[src/rtl/offset_decade_pkg.sv]
package offset_decade_pkg;
    localparam int unsigned CNT_W = 4;

    typedef logic [CNT_W-1:0] cnt_t;

    typedef struct packed {
        cnt_t state;
    } ctr_regs_t;
endpackage

[src/rtl/offset_decade_core.sv]
module offset_decade_core
    import offset_decade_pkg::*;
#(
    parameter int unsigned BASE_VAL = 6,
    parameter int unsigned MODULUS  = 10
) (
    input  logic clk,
    input  logic clr,
    input  logic cnt_en,
    output cnt_t state_o,
    output logic tc_o
);
    localparam cnt_t BASE_S = CNT_W'(BASE_VAL);
    localparam cnt_t TOP_S  = CNT_W'(BASE_VAL + MODULUS - 1);

    ctr_regs_t regs_d;
    ctr_regs_t regs_q;

    logic at_top;
    logic below_base;

    assign at_top     = (regs_q.state == TOP_S);
    assign below_base = (regs_q.state < BASE_S);

    always_comb begin
        regs_d = regs_q;
        if (clr) begin
            regs_d.state = BASE_S;
        end else if (cnt_en) begin
            if (at_top || below_base) begin
                regs_d.state = BASE_S;
            end else begin
                regs_d.state = regs_q.state + 1'b1;
            end
        end
    end

    always_ff @(posedge clk) begin
        regs_q <= regs_d;
    end

    assign state_o = regs_q.state;
    assign tc_o    = at_top && cnt_en;

    p_clear_base_r1: assert property (@(posedge clk)
        clr |=> (state_o == BASE_S));

    p_step_r2: assert property (@(posedge clk) disable iff (clr)
        (cnt_en && (state_o >= BASE_S) && (state_o < TOP_S))
        |=> (state_o == $past(state_o) + 1'b1));

    p_reload_r3: assert property (@(posedge clk) disable iff (clr)
        (cnt_en && ((state_o == TOP_S) || (state_o < BASE_S)))
        |=> (state_o == BASE_S));

    p_hold_r4: assert property (@(posedge clk) disable iff (clr)
        !cnt_en |=> $stable(state_o));

    p_tc_reload_r6: assert property (@(posedge clk) disable iff (clr)
        tc_o |=> (state_o == BASE_S));
endmodule

[src/rtl/offset_decade_decoder.sv]
module offset_decade_decoder
    import offset_decade_pkg::*;
#(
    parameter int unsigned BASE_VAL = 6,
    parameter int unsigned DIGIT_W  = 4
) (
    input  cnt_t               code_i,
    output logic [DIGIT_W-1:0] digit_o
);
    localparam cnt_t OFFSET_S = CNT_W'(BASE_VAL);

    cnt_t diff;

    always_comb begin
        diff    = code_i - OFFSET_S;
        digit_o = DIGIT_W'(diff);
    end
endmodule

[src/rtl/offset_decade_counter.sv]
module offset_decade_counter
    import offset_decade_pkg::*;
#(
    parameter int unsigned BASE_VAL = 6,
    parameter int unsigned MODULUS  = 10,
    parameter int unsigned DIGIT_W  = 4
) (
    input  logic               clk,
    input  logic               clr,
    input  logic               cnt_en,
    output logic [CNT_W-1:0]   state_o,
    output logic [DIGIT_W-1:0] digit_o,
    output logic               tc_o
);
    localparam cnt_t BASE_S = CNT_W'(BASE_VAL);
    localparam logic [DIGIT_W-1:0] DMAX = DIGIT_W'(MODULUS - 1);

    cnt_t state_w;

    offset_decade_core #(
        .BASE_VAL(BASE_VAL),
        .MODULUS (MODULUS)
    ) core_i (
        .clk    (clk),
        .clr    (clr),
        .cnt_en (cnt_en),
        .state_o(state_w),
        .tc_o   (tc_o)
    );

    offset_decade_decoder #(
        .BASE_VAL(BASE_VAL),
        .DIGIT_W (DIGIT_W)
    ) dec_i (
        .code_i (state_w),
        .digit_o(digit_o)
    );

    assign state_o = state_w;

    p_digit_range_r5: assert property (@(posedge clk) disable iff (clr)
        (state_o >= BASE_S) |-> (digit_o <= DMAX));

    p_digit_tracks_r5: assert property (@(posedge clk) disable iff (clr)
        (cnt_en && (digit_o < DMAX) && (state_o >= BASE_S))
        |=> (digit_o == $past(digit_o) + 1'b1));
endmodule

[config.mk]
export PLATFORM = sky130hd
export DESIGN_NAME = offset_decade_counter
export DESIGN_NICKNAME = d
export VERILOG_FILES = /design/src/rtl/offset_decade_pkg.sv /design/src/rtl/offset_decade_core.sv /design/src/rtl/offset_decade_decoder.sv /design/src/rtl/offset_decade_counter.sv
export SDC_FILE = /design/constraint.sdc
export NUM_CORES = 1
export LEC_CHECK = 0
export BUFFER_PORTS_ARGS = -buffer_cell sky130_fd_sc_hd__buf_2
export CORE_AREA = 2 2 39 41
export DETAILED_ROUTE_END_ITERATION = 16
export DIE_AREA = 0 0 41 43
export GPL_ROUTABILITY_DRIVEN = 0
export GPL_TIMING_DRIVEN = 0
export MAX_ROUTING_LAYER = met4
export SLEW_MARGIN = 15
export SYNTH_ARGS = -nofsm -noshare
export SYNTH_HDL_FRONTEND = slang
export SYNTH_SLANG_ARGS = --single-unit
[constraint.sdc]
create_clock -name clk -period 1.98 [get_ports clk]
set_input_delay 0 -clock clk [delete_from_list [all_inputs] [get_ports clk]]
set_output_delay 0 -clock clk [all_outputs]
set_load 0.1 [all_outputs]
==> summary.md, run 1 <==
| Metric | Value |
|---|---|
| CTS Sinks | `4` |
| Area grow syn2layout | `47.1%` |
| Most frequent cells after synthesis | `4 x dfxtp_1, 4 x nand2_1, 3 x xnor2_1` |
| Synth cell types | `14` |
| WHS | `roughly 0.015 ns` |
| Post-CTS setup buffers | `0` |
| Worst-margin pin slew | `slightly below 0.5 ns` |
| Die area | `1760 sq um` |
| Vias in the first global route | `193` |
| Initial core utilization | `17.3%` |
| Worst VDD drop | `between 0.0006 and 0.0007 V` |
| Post-synth EDFFs | `0` |
| Grt total ovfl | `0` |
| Max_cap viols | `0` |
| Top cell type's share of synthesized area | `roughly 34%` |
| Crit path kind | `reg -> out` |
| H-tree depth | `1` |
| Post-Synthesis Cell Area | `between 200 and 250 sq um` |
| Slew headroom | `about two thirds` |
| CP max FO | `5` |
| Tcrit/Tclk final | `between 70% and 80%` |
| Slew Limit Fails | `0` |
| Vias post-DR | `217` |
| Cells after Synth | `25` |
| Die height | `around 43 microns` |
| # rows | `14` |
| Leak Pwr | `approximately 0.17 nW` |
| CTS root buf | `clkbuf_4` |
| Combinational power share | `55.4%` |
| Final Hold Fails | `0` |
| Total CTS buffers | `3` |
| Antenna Cells | `0` |
| Vias per cell | `between 3 and 4` |
| Switch Pwr | `~0.24 mW` |
| Syn Area/Cell | `9.56 sq um` |
| Drt pass-1 iters | `2` |
| Worst-case clock buffer depth | `2` |
| CTS tree | `done` |
| Final #Nets | `46` |
| Overall Global Routing Usage | `under 10%` |
| First-pass GRT wire length | `about 860 microns` |
| Fraction of registers with async set or reset after synthesis | `0%` |
| Switching Share | `between 50% and 60%` |
| DR WL/cell | `a little under 9 microns` |
| Status | `complete, no violations` |
| Largest register FFs | `4` |
| Port Buf Inserts | `10` |
| Antenna violations before repair | `0` |
| ANT nets after route | `0` |
| Seq pwr share | `~23%` |
| Die X | `between 40 and 50 microns` |
| Synthesized flop and latch total | `4` |
| Critical path arrival | `roughly 1.4 ns` |
| Synth Flop Type | `dfxtp_1` |
| CP cell instances | `ha_1 -> and4_4 -> buf_2` |
| Startpoint class of the critical path | `flip-flop` |
| Post-CTS Resized | `0` |
| Slowest cell on crit path | `buf_2` |
| Hold buffer count at CTS | `1` |
| Unrepaired setup endpoints after global routing | `no` |
| Max frequency | `around 690 MHz` |
| Post-DP Area | `around 320 sq um` |
| P_int | `0.206 mW` |
| Area of the core | `roughly 1400 sq um` |
| Fillcell total | `between 150 and 200` |
| Final wirelength | `roughly 500 microns` |
| Leading area contributor after synthesis | `dfxtp_1` |
| Largest net degree at the start of global routing | `9` |
| Mapped Nets | `30` |
| CP max stage delay | `~0.43 ns` |
| I/O pin cnt | `12` |
| Synth Warn # | `0` |
| Design area | `352 sq um` |
| Power density cells | `roughly 1300 nW/um^2` |
| 1st-iter DRT viols | `3` |
| Setup Skew | `between 0.004 and 0.005 ns` |
| Final setup viols | `0` |
| WP data required | `1.98 ns` |
| Clk_lat worst skew | `about 0.23 ns` |
| Synth area leaders | `dfxtp_1 34%, xnor2_1 11%, ha_1 10%` |
| Layout cells sized above 1 | `between 50% and 60%` |
| Post-layout minimum cycle time | `1.44 ns` |
| Hold Path Class | `in -> reg` |
| CTS clock-pin slew for the worst setup and hold paths | `roughly 0.030 ns` |
| DRC errors left | `0` |
| Endpoint class of the critical path | `output pin` |
| Sequential-to-total area share from yosys stat | `approximately 34%` |
| Clock share of power | `a little over a fifth` |
## power by group through the flow
stage	sequential (mW)	clock (mW)	combinational, mW
floorplan	0.165	0	0.161
global placement	0.104	0	0.249
detailed placement	0.104	0	0.249
CTS	0.103	0.104	0.251
global route	0.105	0.117	0.263
finish	0.103	0.0986	0.250
## worst max-delay path: cells and delay by family (launching register included)
kind,cells,cell delay [ns]
buffers and inverters,1,0.43
and+or+nand+nor,1,0.25
adders and majority gates,1,0.18
DFF,1,0.36
## logic make-up after synthesis
logic type / synth area share, %
DFF: 33.5
buffers and inverters: 11.0
adders and majority gates: 10.5
xor gates and xnor gates: 14.7
and+or+nand+nor: 17.3
AOI/OAI and AO/OA: 13.1
## metal layers
layer	global-route usage [%]	routed length [microns]	share of wire, %
met4	0	0	0
met3	9.42	62	13
met1	9.97	244	50
met2	8.75	180	37
met5	-	0	0
## final timing paths
| kind | startpoint | endpoint | slack [ns] | depth (start not counted) |
|---|---|---|---|---|
| hold reg to reg | core_i.state_o[1] | core_i.state_o[1] | 0.52 | 2 |
| setup / recovery | core_i.state_o[0] | tc_o | 0.54 | 3 |
| hold / removal | cnt_en | core_i.state_o[1] | 0.02 | 2 |
| setup reg to reg | core_i.state_o[1] | core_i.state_o[1] | 0.70 | 4 |
## area by class of cell
type / instances / area (sq um) / share of cell area [%]
tap: 16 / 20.0 / 5.69
clock buffer: 3 / 22.5 / 6.41
inverter: 2 / 7.51 / 2.14
buffer: 2 / 18.8 / 5.34
multi-input combinational: 17 / 140 / 39.9
sequential: 4 / 82.6 / 23.5
timing repair buffer: 11 / 60.1 / 17.1
## stage by stage
stage / instances / setup TNS (ns) / setup WS [ns] / util, % / total power [mW]
after CTS: 55 / 0 / 0.526 / 25.4 / 0.459
after floorplan: 25 / -0.0111 / -0.0111 / - / 0.326
after global routing: 55 / 0 / 0.437 / 25.4 / 0.484
after global placement: 51 / 0 / 0.700 / 23.1 / 0.353
after detailed placement: 51 / 0 / 0.694 / 23.1 / 0.354
final: 55 / 0 / 0.540 / 25.4 / 0.451
## placed cells by master, fill, tap and decap left out, drive strengths merged
cell,instances
a311oi,1
dlygate4sd3,1
and4,1
xnor2,3
nor3,2
nand3,1
ha,2
a31o,1
o211ai,1
clkbuf,3
nand2,4
inv,2
xor2,1
buf,12
dfxtp,4
Note: power is estimated with default switching activity, not from simulation.
==> inputs of run 2 (changes only) <==
==> constraint.sdc (replaced) <==
create_clock -name clk -period 1.3 [get_ports clk]
set_input_delay 0 -clock clk [delete_from_list [all_inputs] [get_ports clk]]
set_output_delay 0 -clock clk [all_outputs]
set_load 0.1 [all_outputs]
==> run 2 against run 1 <==
Compared with the run above:
- via count increased by 4.6%
- critical endpoint is now core_i.state_o[1]
- routed wire length increased by 6.8%
- largest cell class unchanged
- flip-flop and latch count unchanged
- sequential power increased by 57%
- non-clock buffer count increased by 1
==> summary.md, run 2 (synthesized netlist as in run 1, its figures left out) <==
| Metric | Value |
|---|---|
| Slew Limit Fails | `0 (unchanged)` |
| Hold Path Class | `in -> reg (unchanged)` |
| First-pass GRT wire length | `828 microns (was 862 microns)` |
| Total CTS buffers | `3 (unchanged)` |
| Combinational power share | `56.7% (was 55.4%)` |
| Design area | `415 sq um (was 352 sq um)` |
| CTS tree | `done (unchanged)` |
| Area of the core | `1380 sq um (unchanged)` |
| WP data required | `1.40 ns (was 1.98 ns)` |
| Final #Nets | `47 (was 46)` |
| CP max FO | `5 (unchanged)` |
| Power density cells | `1770 nW/um^2 (was 1280 nW/um^2)` |
| Commonest non-fill, non-tap cells in the layout | `7 x buf_2, 4 x nand2_1, 4 x clkbuf_4, 4 x dfxtp_4, 3 x buf_6 (was 10 x buf_2, 4 x nand2_1, 3 x clkbuf_4)` |
| Clock share of power | `21.3% (was 21.8%)` |
| # rows | `14 (unchanged)` |
| P_int | `0.346 mW (was 0.206 mW)` |
| Switching Share | `53.1% (was 54.3%)` |
| CTS Sinks | `4 (unchanged)` |
| CTS clock-pin slew for the worst setup and hold paths | `0.04 ns (was 0.03 ns)` |
| Vias per cell | `4.05 (was 3.95)` |
| Final wirelength | `520 microns (was 487 microns)` |
| Crit path kind | `reg -> reg (was reg -> out)` |
| Antenna violations before repair | `0 (unchanged)` |
| WHS Path Cells | `3 (was 2)` |
| Largest register FFs | `4 (unchanged)` |
| Unrepaired setup endpoints after global routing | `no (unchanged)` |
| Worst-case clock buffer depth | `2 (unchanged)` |
| Most common cell after layout, fill and taps aside | `buf_2 (unchanged)` |
| Area grow syn2layout | `73.8% (was 47.1%)` |
| Dpl ws | `0.0704 ns (was 0.694 ns)` |
| Die area | `1760 sq um (unchanged)` |
| Final Hold Fails | `0 (unchanged)` |
| Critical path arrival | `1.34 ns (was 1.44 ns)` |
| Initial core utilization | `17.3% (unchanged)` |
| Grt total ovfl | `0 (unchanged)` |
| Slew headroom | `67.8% (was 67.7%)` |
| Total Power | `0.737 mW (was 0.451 mW)` |
| Post-layout minimum cycle time | `roughly 1.2 ns` |
| Die height | `43 microns (unchanged)` |
| Status | `complete, no violations (unchanged)` |
| H-tree depth | `1 (unchanged)` |
| CTS root buf | `clkbuf_4 (unchanged)` |
| Layout cells sized above 1 | `60.0% (was 51.3%)` |
| Overall Global Routing Usage | `7.92% (unchanged)` |
| Worst setup margin | `0.0661 ns (was 0.540 ns)` |
| DRC errors left | `0 (unchanged)` |
| Seq pwr share | `22.0% (was 22.8%)` |
| Setup Skew | `0.00471 ns (was 0.00482 ns)` |
| Sequential Area | `95.1 sq um (was 82.6 sq um)` |
| Endpoint class of the critical path | `flip-flop (was output pin)` |
| Max frequency | `between 800 and 900 MHz` |
| Post-CTS setup buffers | `0 (unchanged)` |
| ANT nets after route | `0 (unchanged)` |
| Vias in the first global route | `195 (was 193)` |
| HPWL after DPL | `between 400 and 500 microns` |
| Port Buf Inserts | `10 (unchanged)` |
| Largest net degree at the start of global routing | `9 (unchanged)` |
| I/O pin cnt | `12 (unchanged)` |
| Fillcell total | `151 (was 152)` |
| Multi-input gate area | `166 sq um (was 140 sq um)` |
| Die X | `41 microns (unchanged)` |
| Final setup viols | `0 (unchanged)` |
| Switch Pwr | `0.391 mW (was 0.245 mW)` |
| DR WL/cell | `9.29 microns (was 8.85 microns)` |
| Vias post-DR | `227 (was 217)` |
| 1st-iter DRT viols | `2 (was 3)` |
| Worst VDD drop | `0.000703 V (was 0.000653 V)` |
| Tcrit/Tclk final | `a little over nine tenths` |
| Worst-margin pin slew | `0.487 ns (about the same)` |
| Drt pass-1 iters | `2 (unchanged)` |
| Leak Pwr | `0.179 nW (was 0.171 nW)` |
| Startpoint class of the critical path | `flip-flop (unchanged)` |
| Post-DP Area | `355 sq um (was 319 sq um)` |
| WHS | `0.501 ns (was 0.0153 ns)` |
| R2R cell count | `4 (unchanged)` |
| Clk_lat worst skew | `0.24 ns (was 0.23 ns)` |
| Max_cap viols | `0 (unchanged)` |
| Antenna Cells | `0 (unchanged)` |
==> run 2: cell count changes in the layout (fill, tap and decap cells not counted), sizes merged <==
cell         delta
clkbuf          +1
buf             -1
dlygate4sd3     +1
==> run 2: path summary, 6_finish.rpt <==
check / startpoint / endpoint / slack [ns]
max reg2reg: core_i.state_o[1] / core_i.state_o[1] / 0.07
min reg2reg: core_i.state_o[2] / core_i.state_o[2] / 0.51
max: core_i.state_o[1] / core_i.state_o[1] / 0.07
min: clr / core_i.state_o[3] / 0.50
==> run 2: power by group through the flow <==
| stage | clock network [mW] | registers [mW] | logic (mW) |
|---|---|---|---|
| 6_report | 0.157 | 0.162 | 0.418 |
| 2_1_floorplan | 0 | 0.257 | 0.261 |
| 3_3_place_gp | 0 | 0.164 | 0.395 |
| 5_1_grt | 0.179 | 0.166 | 0.433 |
| 4_1_cts | 0.165 | 0.163 | 0.415 |
| 3_5_place_dp | 0 | 0.165 | 0.398 |
==> run 2: worst max-delay path, stage by stage, from the launching register on <==
cell      delay, ns
dfxtp_4        0.35
ha_4           0.16
and4_4         0.17
a311oi_2       0.29
o211ai_1       0.13
==> run 2: timing repair <==
item                                   4_1_cts  5_1_grt
pin swaps                                    0        0
gates resized for setup                      3        3
setup endpoints to repair                    2        3
endpoints found under the hold margin        4        0
hold buffers                                 2        0
gates cloned                                 0        0
==> run 2: final cells by class <==
type | instances | share of cell area, %
Clock buffer | 3 | 5.42
Multi-Input combinational cell | 17 | 40.1
Sequential cell | 4 | 22.9
Tap cell | 16 | 4.82
Inverter | 2 | 1.81
Buffer | 2 | 4.52
Timing Repair Buffer | 12 | 20.5
==> run 2: per-stage QoR <==
step | utilization [%] | setup TNS, ns | std cells
floorplan | - | -0.683 | 25
global placement | 25.7 | 0 | 51
detailed placement | 25.7 | 0 | 51
CTS | 29.4 | 0 | 56
global route | 30.0 | 0 | 56
finish | 30.0 | 0 | 56
==> run 2: layer usage <==
layer	vias up	GRT usage, %	part of all wire (%)
li1	119	-	-
met1	96	9.97	46
met2	12	7.81	42
met3	0	7.85	11
met4	0	4.00	0
met5	-	-	0
==> inputs of run 3 (changes only) <==
--- a/config.mk
+++ b/config.mk
@@ -5,10 +5,10 @@
 export SDC_FILE = /design/constraint.sdc
 export NUM_CORES = 1
 export LEC_CHECK = 0
-export BUFFER_PORTS_ARGS = -buffer_cell sky130_fd_sc_hd__buf_2
 export CORE_AREA = 2 2 39 41
 export DETAILED_ROUTE_END_ITERATION = 16
 export DIE_AREA = 0 0 41 43
+export DONT_BUFFER_PORTS = 1
 export GPL_ROUTABILITY_DRIVEN = 0
 export GPL_TIMING_DRIVEN = 0
 export MAX_ROUTING_LAYER = met4
==> run 3 against run 2 <==
Compared with the run above:
- the run now ends with hold timing, setup timing left
- clock power up 4%
- register-to-register slack worse by 0.31 ns
- clock-buffer cell count unchanged
- sequential power up 62%
- flip-flop and latch count unchanged
- fmax down 20%
- critical endpoint is now core_i.state_o[0]
- largest cell class unchanged
==> summary.md, run 3 (synthesized netlist as in run 1, its figures left out) <==
| Metric | Value |
|---|---|
| CTS Sinks | `4 (unchanged)` |
| H-tree depth | `1 (unchanged)` |
| DRC errors left | `0 (unchanged)` |
| Worst setup margin | `-0.248 ns (was 0.0661 ns)` |
| Largest register FFs | `4 (unchanged)` |
| Tcrit/Tclk final | `119% (was 94.9%)` |
| Initial core utilization | `17.3% (unchanged)` |
| Area grow syn2layout | `47.1% (was 73.8%)` |
| ANT nets after route | `0 (unchanged)` |
| Area of the core | `1380 sq um (unchanged)` |
| Commonest non-fill, non-tap cells in the layout | `4 x nand2_1, 4 x dfxtp_4, 3 x clkbuf_4 (was 7 x buf_2, 4 x nand2_1, 4 x clkbuf_4, 4 x dfxtp_4, 3 x buf_6)` |
| P_int | `0.329 mW (was 0.346 mW)` |
| Power density cells | `2050 nW/um^2 (was 1770 nW/um^2)` |
| WHS | `-0.176 ns (was 0.501 ns)` |
| Startpoint class of the critical path | `flip-flop (unchanged)` |
| Crit path kind | `reg -> reg (unchanged)` |
| R2R cell count | `4 (unchanged)` |
| Drt pass-1 iters | `4 (was 2)` |
| Clk_lat worst skew | `0.24 ns (about the same)` |
| Multi-input gate area | `188 sq um (was 166 sq um)` |
| Hold Path Class | `in -> reg (unchanged)` |
| Seq pwr share | `36.4% (was 22.0%)` |
| CTS tree | `done (unchanged)` |
| Die height | `43 microns (unchanged)` |
| Worst-case clock buffer depth | `2 (unchanged)` |
| Layout cells sized above 1 | `50.0% (was 60.0%)` |
| Leak Pwr | `0.127 nW (was 0.179 nW)` |
| # rows | `14 (unchanged)` |
| Slew headroom | `43.2% (was 67.8%)` |
| CTS clock-pin slew for the worst setup and hold paths | `0.04 ns (about the same)` |
| Final wirelength | `530 microns (was 520 microns)` |
| Endpoint class of the critical path | `flip-flop (unchanged)` |
| Final setup viols | `7 (was 0)` |
| Reg-to-reg endpoint | `core_i.state_o[0] (was core_i.state_o[1])` |
| Combinational power share | `41.1% (was 56.7%)` |
| Die X | `41 microns (unchanged)` |
| Setup Skew | `0.00143 ns (was 0.00471 ns)` |
| CP cell instances | `ha_4 -> and4_4 -> a31o_1 -> nor3_1 (was ha_4 -> and4_4 -> a311oi_2 -> o211ai_1)` |
| Die area | `1760 sq um (unchanged)` |
| Antenna Cells | `0 (unchanged)` |
| DR WL/cell | `12.0 microns (was 9.29 microns)` |
| Overall Global Routing Usage | `7.81% (was 7.92%)` |
| Worst VDD drop | `0.000626 V (was 0.000703 V)` |
| Switch Pwr | `0.393 mW (was 0.391 mW)` |
| Antenna violations before repair | `0 (unchanged)` |
| Unrepaired setup endpoints after global routing | `yes (was no)` |
| Final core utilization | `25.4% (was 30.0%)` |
| Failing checks | `hold timing, setup timing` |
| Switching Share | `54.5% (was 53.1%)` |
| WHS Path Cells | `1 (was 3)` |
| Vias in the first global route | `178 (was 195)` |
| CTS root buf | `clkbuf_4 (unchanged)` |
| Max frequency | `646 MHz (was 810 MHz)` |
| First-pass GRT wire length | `793 microns (was 828 microns)` |
| Sequential Area | `95.1 sq um (unchanged)` |
| Crit Reg-Reg Startpoint | `core_i.state_o[0] (was core_i.state_o[1])` |
| Vias post-DR | `195 (was 227)` |
| WP data required | `1.43 ns (was 1.40 ns)` |
| Grt total ovfl | `0 (unchanged)` |
| Vias per cell | `4.43 (was 4.05)` |
| Worst-margin pin slew | `0.851 ns (was 0.487 ns)` |
| Total CTS buffers | `3 (unchanged)` |
| Final Hold Fails | `4 (was 0)` |
| CP max stage delay | `0.56 ns (was 0.35 ns)` |
| Critical path arrival | `1.68 ns (was 1.34 ns)` |
| Worst hold endpoint | `core_i.state_o[3] (unchanged)` |
| Critical hold path startpoint | `clr (unchanged)` |
| Largest net degree at the start of global routing | `9 (unchanged)` |
| Post-layout minimum cycle time | `1.55 ns (was 1.23 ns)` |
| Reg2reg setup slack | `-0.25 ns (was 0.07 ns)` |
| Final #Nets | `35 (was 47)` |
| Fillcell total | `151 (unchanged)` |
| Slowest cell on crit path | `dfxtp_4 (unchanged)` |
| HPWL after DPL | `417 microns (was 414 microns)` |
| Clock share of power | `22.5% (was 21.3%)` |
| I/O pin cnt | `12 (unchanged)` |
| Dpl ws | `-0.259 ns (was 0.0704 ns)` |
| Max_cap viols | `0 (unchanged)` |
| Port Buf Inserts | `0 (was 10)` |
| 1st-iter DRT viols | `6 (was 2)` |
| Slew Limit Fails | `0 (unchanged)` |
| CP max FO | `5 (unchanged)` |
| Status | `complete, but fails checks (was complete, no violations)` |
==> run 3: layout make-up <==
class                           instances  area share [%]
Buffer                                  2            5.34
Clock buffer                            3            6.41
Sequential cell                         4            27.0
Tap cell                               16            5.69
Inverter                                2            2.14
Multi-Input combinational cell         17            53.4
==> run 3: per-layer routing <==
layer | track usage (%) | part of all wire (%)
met5 | - | 0
met4 | 10.0 | 1.9
met3 | 4.19 | 10
met2 | 6.88 | 41
met1 | 9.94 | 47
==> run 3: power groups by stage <==
stage / registers (mW) / clock network, mW / logic, mW
after CTS: 0.264 / 0.165 / 0.299
final: 0.263 / 0.163 / 0.296
after global routing: 0.265 / 0.175 / 0.311
after floorplan: 0.257 / 0 / 0.261
after detailed placement: 0.263 / 0 / 0.274
after global placement: 0.263 / 0 / 0.271
==> run 3: per-stage QoR <==
stage | setup TNS [ns] | hold WS, ns | instances | power, mW | instance area, sq um
2_1_floorplan | -0.683 | 0.0676 | 25 | 0.518 | 285
3_3_place_gp | -0.990 | 0.0702 | 41 | 0.534 | 305
3_5_place_dp | -1.04 | 0.0706 | 41 | 0.538 | 305
4_1_cts | -1.41 | -0.180 | 44 | 0.728 | 352
5_1_grt | -1.52 | -0.181 | 44 | 0.751 | 352
6_report | -1.25 | -0.176 | 44 | 0.722 | 352
==> run 3: repair_timing <==
action	in CTS	in global routing
setup buffers	0	0
gates resized for setup	3	0
setup endpoints to repair	8	7
pin swaps	3	3
hold endpoints to repair	4	4
==> run 3: worst max-delay path by stage <==
stage,startpoint,to,slack [ns],cells after the start
floorplan,core_i.state_o[1],core_i.state_o[0],-0.18,4
global placement,core_i.state_o[1],core_i.state_o[1],-0.25,4
detailed placement,core_i.state_o[0],core_i.state_o[1],-0.26,4
CTS,core_i.state_o[1],core_i.state_o[0],-0.26,4
global route,core_i.state_o[1],core_i.state_o[0],-0.30,4
finish,core_i.state_o[0],core_i.state_o[0],-0.25,4
==> run 3: worst max-delay path, delay by kind of cell (launching register included) <==
| family | cells | cell delay (ns) |
|---|---|---|
| adders and majority gates | 1 | 0.19 |
| AOI/OAI and AO/OA | 1 | 0.17 |
| and+or+nand+nor | 2 | 0.50 |
| DFF | 1 | 0.56 |
